## src/rtl/i2cmem_pkg.sv

```systemverilog
package i2cmem_pkg;

    localparam logic [3:0] DEV_CODE  = 4'b1010;
    localparam int         CNT_W     = 4;
    localparam logic [CNT_W-1:0] BYTE_BITS = 4'd8;   // rise count at end of data bits
    localparam logic [CNT_W-1:0] ACK_DONE  = 4'd9;   // rise count after the ninth clock

    typedef enum logic [2:0] {
        ST_IDLE,
        ST_CTRL,
        ST_ADDR_HI,
        ST_ADDR_LO,
        ST_WDATA,
        ST_RDATA
    } eng_state_e;

    typedef struct packed {
        logic [3:0] code;
        logic [2:0] sel;
        logic       rd;
    } ctrl_byte_t;

    typedef struct packed {
        logic scl_rise;
        logic scl_fall;
        logic start;
        logic stop;
        logic scl_low2;
    } bus_evt_t;

    function automatic logic ctrl_hit(ctrl_byte_t c, logic [2:0] strap);
        return (c.code == DEV_CODE) && (c.sel == strap);
    endfunction

endpackage

```

## src/rtl/i2cmem_cond.sv

```systemverilog
module i2cmem_cond
    import i2cmem_pkg::*;
(
    input  logic     clk,
    input  logic     rst,
    input  logic     scl_i,
    input  logic     sda_i,
    output bus_evt_t evt
);

    logic scl_q;
    logic sda_q;

    always_ff @(posedge clk) begin
        if (rst) begin
            scl_q <= 1'b1;
            sda_q <= 1'b1;
        end else begin
            scl_q <= scl_i;
            sda_q <= sda_i;
        end
    end

    always_comb begin
        evt.scl_rise = scl_i & ~scl_q;
        evt.scl_fall = ~scl_i & scl_q;
        evt.start    = scl_i & scl_q & sda_q & ~sda_i;
        evt.stop     = scl_i & scl_q & ~sda_q & sda_i;
        evt.scl_low2 = ~scl_i & ~scl_q;
    end

endmodule

```

## src/rtl/i2cmem_ptr.sv

```systemverilog
module i2cmem_ptr #(
    parameter int ADDR_W = 15,
    parameter int PAGE_W = 6
) (
    input  logic              clk,
    input  logic              rst,
    input  logic              load,
    input  logic [ADDR_W-1:0] load_val,
    input  logic              inc_page,
    input  logic              inc_full,
    output logic [ADDR_W-1:0] ptr
);

    logic [ADDR_W-1:0] page_next;

    generate
        if (PAGE_W < ADDR_W) begin : g_paged
            assign page_next = {ptr[ADDR_W-1:PAGE_W], ptr[PAGE_W-1:0] + 1'b1};

            AST_PAGE_UPPER_HELD: assert property (@(posedge clk) disable iff (rst)
                (inc_page && !load) |=> (ptr[ADDR_W-1:PAGE_W] == $past(ptr[ADDR_W-1:PAGE_W])))
                else $error("upper pointer bits moved on page increment");
        end else begin : g_flat
            assign page_next = ptr + 1'b1;
        end
    endgenerate

    always_ff @(posedge clk) begin
        if (rst)           ptr <= '0;
        else if (load)     ptr <= load_val;
        else if (inc_page) ptr <= page_next;
        else if (inc_full) ptr <= ptr + 1'b1;
    end

    AST_TOP_WRAPS_ZERO: assert property (@(posedge clk) disable iff (rst)
        (inc_full && !load && !inc_page && (ptr == {ADDR_W{1'b1}})) |=> (ptr == '0))
        else $error("read pointer did not wrap to zero");

endmodule

```

## src/rtl/i2cmem_sda_drv.sv

```systemverilog
module i2cmem_sda_drv (
    input  logic clk,
    input  logic rst,
    input  logic scl_i,
    input  logic scl_low2,
    input  logic want_oe,
    output logic oe_o
);

    always_ff @(posedge clk) begin
        if (rst)           oe_o <= 1'b0;
        else if (scl_low2) oe_o <= want_oe;
    end

    AST_OE_SCL_LOW: assert property (@(posedge clk) disable iff (rst)
        !$stable(oe_o) |-> (!$past(scl_i) && !$past(scl_i, 2)))
        else $error("SDA drive changed while SCL high");

endmodule

```

## src/rtl/i2cmem_slave.sv

```systemverilog
module i2cmem_slave
    import i2cmem_pkg::*;
#(
    parameter int ADDR_W = 15,
    parameter int PAGE_W = 6
) (
    input  logic              clk,
    input  logic              rst,
    input  logic              scl_i,
    input  logic              sda_i,
    input  logic [2:0]        strap_i,
    input  logic              busy_i,
    input  logic [7:0]        mem_rdata_i,
    output logic              sda_oe_o,
    output logic [ADDR_W-1:0] mem_addr_o,
    output logic              mem_we_o,
    output logic [7:0]        mem_wdata_o,
    output logic              commit_o
);

    localparam int HI_W = ADDR_W - 8;

    bus_evt_t         evt;
    eng_state_e       state;
    logic [CNT_W-1:0] bit_cnt;
    logic [7:0]       shreg;
    logic             ack_drv;
    logic             rd_mode;
    logic             mack;
    logic             wrote;
    logic [HI_W-1:0]  hi_q;
    logic             we_q;
    logic [7:0]       wdata_q;
    logic             commit_q;
    logic             want_oe;
    logic             ld;
    logic             inc_full;
    logic             byte_end;

    i2cmem_cond u_cond (
        .clk   (clk),
        .rst   (rst),
        .scl_i (scl_i),
        .sda_i (sda_i),
        .evt   (evt)
    );

    assign byte_end = evt.scl_fall && (bit_cnt == BYTE_BITS);
    assign ld       = byte_end && (state == ST_ADDR_LO);
    assign inc_full = byte_end && (state == ST_RDATA);

    i2cmem_ptr #(
        .ADDR_W (ADDR_W),
        .PAGE_W (PAGE_W)
    ) u_ptr (
        .clk      (clk),
        .rst      (rst),
        .load     (ld),
        .load_val ({hi_q, shreg}),
        .inc_page (we_q),
        .inc_full (inc_full),
        .ptr      (mem_addr_o)
    );

    assign want_oe = (state == ST_RDATA && bit_cnt < BYTE_BITS) ? ~shreg[7] : ack_drv;

    i2cmem_sda_drv u_drv (
        .clk      (clk),
        .rst      (rst),
        .scl_i    (scl_i),
        .scl_low2 (evt.scl_low2),
        .want_oe  (want_oe),
        .oe_o     (sda_oe_o)
    );

    always_ff @(posedge clk) begin
        if (rst) begin
            state    <= ST_IDLE;
            bit_cnt  <= '0;
            shreg    <= '0;
            ack_drv  <= 1'b0;
            rd_mode  <= 1'b0;
            mack     <= 1'b0;
            wrote    <= 1'b0;
            hi_q     <= '0;
            we_q     <= 1'b0;
            wdata_q  <= '0;
            commit_q <= 1'b0;
        end else begin
            we_q     <= 1'b0;
            commit_q <= 1'b0;
            if (evt.start) begin
                state   <= ST_CTRL;
                bit_cnt <= '0;
                ack_drv <= 1'b0;
                wrote   <= 1'b0;
            end else if (evt.stop) begin
                commit_q <= (state == ST_WDATA) && wrote;
                state    <= ST_IDLE;
                bit_cnt  <= '0;
                ack_drv  <= 1'b0;
                wrote    <= 1'b0;
            end else if (state != ST_IDLE) begin
                if (evt.scl_rise) begin
                    if (bit_cnt < BYTE_BITS) begin
                        bit_cnt <= bit_cnt + 1'b1;
                        if (state != ST_RDATA) shreg <= {shreg[6:0], sda_i};
                    end else if (bit_cnt == BYTE_BITS) begin
                        bit_cnt <= ACK_DONE;
                        if (state == ST_RDATA) mack <= ~sda_i;
                    end
                end else if (evt.scl_fall) begin
                    if (bit_cnt == BYTE_BITS) begin
                        case (state)
                            ST_CTRL: begin
                                if (ctrl_hit(ctrl_byte_t'(shreg), strap_i) && !busy_i) begin
                                    ack_drv <= 1'b1;
                                    rd_mode <= shreg[0];
                                end else begin
                                    state <= ST_IDLE;
                                end
                            end
                            ST_ADDR_HI: begin
                                ack_drv <= 1'b1;
                                hi_q    <= shreg[HI_W-1:0];
                            end
                            ST_ADDR_LO: ack_drv <= 1'b1;
                            ST_WDATA: begin
                                ack_drv <= 1'b1;
                                we_q    <= 1'b1;
                                wdata_q <= shreg;
                                wrote   <= 1'b1;
                            end
                            default: ;
                        endcase
                    end else if (bit_cnt == ACK_DONE) begin
                        ack_drv <= 1'b0;
                        bit_cnt <= '0;
                        case (state)
                            ST_CTRL: begin
                                if (rd_mode) begin
                                    state <= ST_RDATA;
                                    shreg <= mem_rdata_i;
                                end else begin
                                    state <= ST_ADDR_HI;
                                end
                            end
                            ST_ADDR_HI: state <= ST_ADDR_LO;
                            ST_ADDR_LO: state <= ST_WDATA;
                            ST_RDATA: begin
                                if (mack) shreg <= mem_rdata_i;
                                else      state <= ST_IDLE;
                            end
                            default: ;
                        endcase
                    end else if (state == ST_RDATA && bit_cnt != '0) begin
                        shreg <= {shreg[6:0], 1'b0};
                    end
                end
            end
        end
    end

    assign mem_we_o    = we_q;
    assign mem_wdata_o = wdata_q;
    assign commit_o    = commit_q;

    AST_CNT_RANGE: assert property (@(posedge clk) disable iff (rst)
        bit_cnt <= ACK_DONE)
        else $error("bit counter out of range");

    AST_NO_ACK_WHEN_BUSY: assert property (@(posedge clk) disable iff (rst)
        ($rose(ack_drv) && state == ST_CTRL) |-> !$past(busy_i))
        else $error("control byte acknowledged while busy");

    AST_IDLE_NO_ACK: assert property (@(posedge clk) disable iff (rst)
        (state == ST_IDLE) |-> !ack_drv)
        else $error("acknowledge pending in idle");

    AST_WE_SINGLE: assert property (@(posedge clk) disable iff (rst)
        mem_we_o |=> !mem_we_o)
        else $error("write strobe longer than one cycle");

    AST_COMMIT_AT_IDLE: assert property (@(posedge clk) disable iff (rst)
        commit_o |-> (state == ST_IDLE))
        else $error("commit outside a Stop");

endmodule

```

## config.mk

```make
export PLATFORM = sky130hd
export DESIGN_NAME = i2cmem_slave
export DESIGN_NICKNAME = d
export VERILOG_FILES = /design/src/rtl/i2cmem_pkg.sv /design/src/rtl/i2cmem_cond.sv /design/src/rtl/i2cmem_ptr.sv /design/src/rtl/i2cmem_sda_drv.sv /design/src/rtl/i2cmem_slave.sv
export SDC_FILE = /design/constraint.sdc
export NUM_CORES = 1
export LEC_CHECK = 0
export CORE_UTILIZATION = 40
export DETAILED_ROUTE_END_ITERATION = 12
export HOLD_SLACK_MARGIN = 0.02
export PLACE_DENSITY = 0.69
export SYNTH_ARGS = -nofsm -noshare
export SYNTH_HDL_FRONTEND = slang
export SYNTH_SLANG_ARGS = --single-unit
export TNS_END_PERCENT = 30
```

## constraint.sdc

```tcl
create_clock -name clk -period 6.4 [get_ports clk]
set_clock_uncertainty 0.05 [all_clocks]
set_input_delay 1.28 -clock clk [delete_from_list [all_inputs] [get_ports clk]]
set_output_delay 1.28 -clock clk [all_outputs]
set_load 0.005 [all_outputs]
```

After elaboration in Yosys (flattened, before gate mapping)
Index checks and enable logic that the tools add are counted.
- register bits after elaboration: 54
- latch bits: 0
- RAM bits: 0
- ROM bits: 0
- bits of input ports: 16
- output and inout bits: 26
- word-level logic and storage cells: 142
- memories kept: 0
- add/sub/neg operators: 3
- $mul: 0
- div/mod/pow operators: 0
- $lt $le $gt $ge: 1
- equal/unequal tests: 27
- shifts and indexed selects: 0
- multiplexer cells: 37
- bitwise gates (word level): 20
- reductions and logical operators: 37
- operator list (kind ; number):
    $mux W8 ; 9
    $mux W15 ; 3
    $mux W4 ; 6
    $reduce_and A8 Y1 ; 3
    $reduce_and A7 Y1 ; 3
    $mux W3 ; 6
    $pmux W8 S2 ; 1
    $add A15 B1 Y15 const B ; 1
    $reduce_bool A3 Y1 ; 5
    $eq A4 B4 Y1 const B ; 3
    $ne A3 B3 Y1 const B ; 4
    $ne A4 B4 Y1 const B ; 3
    $not A1 Y1 ; 12
    $pmux W3 S4 ; 1
    $reduce_bool A4 Y1 ; 3
    $reduce_and A11 Y1 ; 1
    $mux W1 ; 10
    $reduce_and A5 Y1 ; 2
    $reduce_or A3 Y1 ; 3
    $and A1 B1 Y1 ; 8
    $logic_and A1 B1 Y1 ; 8
    $ne A2 B1 Y1 const B ; 4
    $ne A4 B3 Y1 const B ; 2
    $reduce_bool A2 Y1 ; 4
    17 further kinds ; 20

Logic depth before layout (Yosys ltp)
- depth in word-level cells: 11
- mapped depth: 10

Hierarchy
From an unflattened synthesis, not the netlist that was laid out.
- cells, all modules: 327
- area, all modules: 2940.3 um^2
- by module, submodules not included (module ; instances ; cells an instance ; area an instance (um^2) ; sequential area each (um^2)):
    i2cmem_slave ; 1 ; 204 ; 1870.5 ; 720.7
    i2cmem_ptr ; 1 ; 111 ; 947.2 ; 300.3
    i2cmem_cond ; 1 ; 9 ; 88.8 ; 40.0
    i2cmem_sda_drv ; 1 ; 3 ; 33.8 ; 20.0

Worst setup path after synthesis
OpenSTA, ideal clock, no wires.
- path type: input-to-reg
- start point: in scl_i
- end point: reg u_ptr.ptr[13]
- arrival time: 2.680 ns
- data required time: 6.276 ns
- setup slack: 3.596 ns
- stages: 7
- cell sequence: inv_1 ha_1 and4b_1 clkbuf_1 nand2_1 or4_1 a31oi_1
- cells in the longest elaborated chain, start to end: 6
- RTL lines (item ; line ; RTL):
    start: declaration ; i2cmem_slave.sv:9 ; input logic scl_i,
    $not A1 Y1 * ; i2cmem_cond.sv:26 ; evt.scl_fall = ~scl_i & scl_q;
    $and A1 B1 Y1 * ; i2cmem_cond.sv:26 ;
    $logic_and A1 B1 Y1 * ; i2cmem_slave.sv:48 ; assign byte_end = evt.scl_fall && (bit_cnt == BYTE_BITS);
    $logic_and A1 B1 Y1, on equally long branches ; i2cmem_slave.sv:49, i2cmem_slave.sv:50 ;
    $ne A2 B1 Y1 (no line) / $reduce_bool A2 Y1 (equally long branches) ; -- ;
    $reduce_and A2 Y1 (no line) ; -- ;
    end signal: assignment ; i2cmem_ptr.sv:30 ; else if (load) ptr <= load_val;
    end signal: assignment ; i2cmem_ptr.sv:31 ; else if (inc_page) ptr <= page_next;
    end signal: assignment ; i2cmem_ptr.sv:32 ; else if (inc_full) ptr <= ptr + 1'b1;
    end: declaration ; i2cmem_ptr.sv:11 ; output logic [ADDR_W-1:0] ptr
Every way passes the cells marked *; elsewhere a longest branch is shown, timed or not.
A chain may end at the register's enable or synchronous reset.

Worst setup path after layout
- start point: in scl_i
- end point: reg u_ptr.ptr[4]
- cells in the longest elaborated chain, start to end: 5
- RTL lines (item ; line):
    $not A1 Y1 * ; i2cmem_cond.sv:26
    $and A1 B1 Y1 * ; i2cmem_cond.sv:26
    $logic_and A1 B1 Y1 * ; i2cmem_slave.sv:48
    $logic_and A1 B1 Y1, on equally long branches ; i2cmem_slave.sv:49, i2cmem_slave.sv:50
    $reduce_bool A3 Y1 (no line) / $mux W15 (equally long branches) ; --
Marked as above.

==> impl_metrics.env <==
export IMPL_cts_buffers=5
export IMPL_port_buffers=41
export IMPL_die_h_um=89.4
export IMPL_synth_compound_area_share_pct=17.7
export IMPL_final_util_pct=49.5
export IMPL_fin_crit_sh_pct=53.5
export IMPL_drv_cap=0
export IMPL_die_x_um=89.4
export IMPL_synthTopCellsByArea="dfxtp_1 35%, mux2i_1 8.8%, nor2_1 5.8%, ha_1 3.7%, nand2_1 3.6%"
export IMPL_via_per_inst=5.56
export IMPL_combinationalPowerShare_pct=5.1
export IMPL_required_ns=6.61
export IMPL_p_switching_uw=141
export IMPL_drcViolationCount=0
export IMPL_start_kind="input port"
export IMPL_post_cts_resized=0
export IMPL_fin_area_um2=3630
export IMPL_ir_drop_v=0.0000864
export IMPL_layout_commonest_cell="dfxtp_1"
export IMPL_initial_utilization_pct=41.7
export IMPL_num_vias=2700
export IMPL_switching_share_pct=23.1
export IMPL_place_congestion=0.867
export IMPL_cts_hold_buf=0
export IMPL_ys_seq_area_share_pct=35.4
export IMPL_synth_top_family_by_area="simple AND/OR/NAND/NOR gates"
export IMPL_clock_sinks=54
export IMPL_clockBufferDepth=2
export IMPL_timing_final_max_slew_violations=0
export IMPL_regArea_um2=1080
export IMPL_yosys_area_share_simple_pct=27.4
export IMPL_synth_net_count=381
export IMPL_grt_max_degree=49
export IMPL_final_cell_mix="54 x dfxtp_1, 47 x nor2_1, 41 x clkdlybuf4s50_1"
export IMPL_dpl_cell_area_um2=3510
export IMPL_worstHoldPathCells=1
export IMPL_reg2reg_to="u_ptr.ptr[4]$_SDFFE_PP0P_"
export IMPL_netlist_instances=356
export IMPL_drt_iter0_drc=117
export IMPL_synthMuxAreaShare_pct=9.59
export IMPL_hold_viol_final=0
export IMPL_netlist_area_leader_share_pct=35.4
export IMPL_r2r_start="bit_cnt[0]$_SDFFE_PP0P_"
export IMPL_cts_clk_slew_worst_paths_ns=0.11
export IMPL_cts_root_buf="clkbuf_8"
export IMPL_worst_setup_path_end_kind="flip-flop"
export IMPL_intPower_uw=470
export IMPL_wl_um=7280
export IMPL_post_cts_repair_setup_buffers=0
export IMPL_synth_cell_type_count=63
export IMPL_async_flop_share_pct=0
export IMPL_status="complete, no violations"
export IMPL_synth_flop_cell="dfxtp_1"
export IMPL_grt_usage_pct=19.3
export IMPL_syn_area_um2=3050
export IMPL_ff2ff_setup_slack_ns=3.82
export IMPL_hold_path_endpoint="ack_drv$_SDFFE_PP0P_"
export IMPL_instances_no_fill=486
export IMPL_ys_warnings_count=0
export IMPL_fmax_mhz=292
export IMPL_dp_cells=478
export IMPL_ios=42
export IMPL_synth_top_area_cell="dfxtp_1"
export IMPL_max_slew_margin_pct=38.5
export IMPL_p_leak_nw=1.24
export IMPL_n_antenna_cell=0
export IMPL_layout_drive_gt1_share_pct=7.49
export IMPL_postRouteAntennaNets=0
export IMPL_synth_enable_flop_cells=0
export IMPL_multiInputGateArea_um2=1850
export IMPL_tightest_slew_ns=0.918
export IMPL_reg2reg_depth=7
export IMPL_n_fill_cell=704
export IMPL_crit_type="input port to flip-flop"
export IMPL_period_minus_slack_ns=3.42
export IMPL_synth_xor_area_share_pct=2.01
export IMPL_drt_wirelength_per_cell_um=15.0
export IMPL_p_clk_share_pct=39.5
export IMPL_hold_start="ack_drv$_SDFFE_PP0P_"
export IMPL_grt_pass1_wl_um=12100
export IMPL_dieArea_um2=7990
export IMPL_cts_tree="yes"
export IMPL_hold_path_class="flip-flop to flip-flop"
export IMPL_dr_pass1_iters=4
export IMPL_dp_hpwl_um=5170
export IMPL_ys_seq_elements=54
export IMPL_synth_avg_cell_area_um2=8.58
export IMPL_power_density_nw_per_um2=168
export IMPL_synth_adder_area_share_pct=3.69
export IMPL_area_delta_synth_final_pct=18.9
export IMPL_antenna_found_initial=0
export IMPL_grt_remaining_overflow=0
export IMPL_clock_latency_ns=0.32
export IMPL_final_nets=411
export IMPL_core_area_um2=7330
export IMPL_h_tree_depth=2
export IMPL_setup_tns_ns=0
export IMPL_grt_setup_unrepaired="false"
export IMPL_num_rows=31
export IMPL_p_seq_share_pct=55.4
export IMPL_setup_viol=0
export IMPL_worstPathMaxFanout=14
export IMPL_worstPathArrival_ns=3.63
export IMPL_first_global_vias=2523
-- worst max-delay path, stage by stage --
cell,delay (ns)
clkdlybuf4s50_1,0.46
inv_1,0.13
ha_1,0.21
nand4b_1,0.23
nor2_1,0.77
a21oi_1,0.14
or2_2,0.30
a21oi_1,0.11
-- stage by stage --
| stage | worst slack [ns] | hold WS (ns) | total power, mW |
|---|---|---|---|
| final | 2.98 | 0.428 | 0.611 |
| after global routing | 2.77 | 0.471 | 0.632 |
| after CTS | 2.98 | 0.427 | 0.612 |
| after detailed placement | 2.65 | 0.403 | 0.377 |
| after global placement | 2.73 | 0.398 | 0.377 |
| after floorplan | 3.60 | 0.379 | 0.362 |
-- per-layer routing --
metal | track usage (%) | vias up | wire [µm]
li1 | - | 1350 | -
met1 | 26.3 | 1278 | 3570
met5 | 0 | - | 0
met2 | 31.0 | 64 | 3280
met3 | 3.51 | 8 | 339
met4 | 5.92 | 0 | 85
-- kinds of logic (layout without fill, tap and decap cells) --
| kind of cell | count (synthesis) | count (layout) |
|---|---|---|
| adder cells (fa/ha/maj) | 9 | 9 |
| XOR/XNOR | 7 | 7 |
| flip-flops | 54 | 54 |
| multiplexers | 29 | 29 |
| AO/OA/AOI/OAI | 81 | 81 |
| buffers and inverters | 29 | 60 |
| AND/OR/NAND/NOR | 147 | 147 |
-- power groups by stage --
stage	clock network (mW)	logic, mW	registers (mW)
detailed placement	0	0.0307	0.346
global route	0.259	0.0340	0.339
global placement	0	0.0307	0.346
finish	0.241	0.0309	0.338
CTS	0.243	0.0308	0.338
floorplan	0	0.0163	0.345
-- state kept, by name, summed over array words and instances (netlist names) --
name	cells
u_cond.sda_q	1
commit_o	1
state	3
u_drv.oe_o	1
bit_cnt	4
u_cond.scl_q	1
hi_q	7
u_ptr.ptr	15
mem_we_o	1
wrote	1
ack_drv	1
rd_mode	1
mack	1
mem_wdata_o	8
shreg	8
-- cells in the mapped netlist, drive strengths merged (2+ instances only) --
| cell type | n |
|---|---|
| o21ai | 13 |
| clkbuf | 13 |
| nand2 | 29 |
| nand2b | 3 |
| nand4 | 4 |
| a21oi | 21 |
| nor4 | 5 |
| buf | 7 |
| nor2b | 5 |
| xor2 | 6 |
| or4 | 3 |
| mux2i | 27 |
| a31oi | 8 |
| ha | 9 |
| nand3b | 4 |
| dfxtp | 54 |
| and4b | 2 |
| a21o | 2 |
| o211ai | 2 |
| a221oi | 2 |
| nand3 | 9 |
| a211oi | 15 |
| a311oi | 2 |
| o21a | 2 |
| o22ai | 3 |
| nor3 | 8 |
| and3b | 3 |
| a22oi | 2 |
| and3 | 5 |
| or3 | 3 |
| mux2 | 2 |
| nand4b | 4 |
| and2 | 4 |
| nor2 | 47 |
| inv | 9 |
| or2 | 3 |
| o31ai | 2 |
-- cell type report --
class,count,share of cell area (%)
Inverter,9,0.930
Sequential cell,54,29.8
Tap cell,99,3.41
Clock inverter,3,1.31
Timing Repair Buffer,43,11.7
Clock buffer,5,1.90
Multi-Input combinational cell,273,51.0
-- worst max-delay path by stage --
stage | startpoint | endpoint | slack [ns] | cells after the start
6_report | scl_i | u_ptr.ptr[4]$_SDFFE_PP0P_ | 2.98 | 8
5_1_grt | scl_i | u_ptr.ptr[4]$_SDFFE_PP0P_ | 2.77 | 8
4_1_cts | scl_i | u_ptr.ptr[4]$_SDFFE_PP0P_ | 2.98 | 8
3_5_place_dp | scl_i | u_ptr.ptr[3]$_SDFFE_PP0P_ | 2.65 | 7
3_3_place_gp | scl_i | u_ptr.ptr[4]$_SDFFE_PP0P_ | 2.73 | 8
2_1_floorplan | scl_i | u_ptr.ptr[13]$_SDFFE_PP0P_ | 3.60 | 7
No activity file was read; power rests on OpenSTA's default activity.
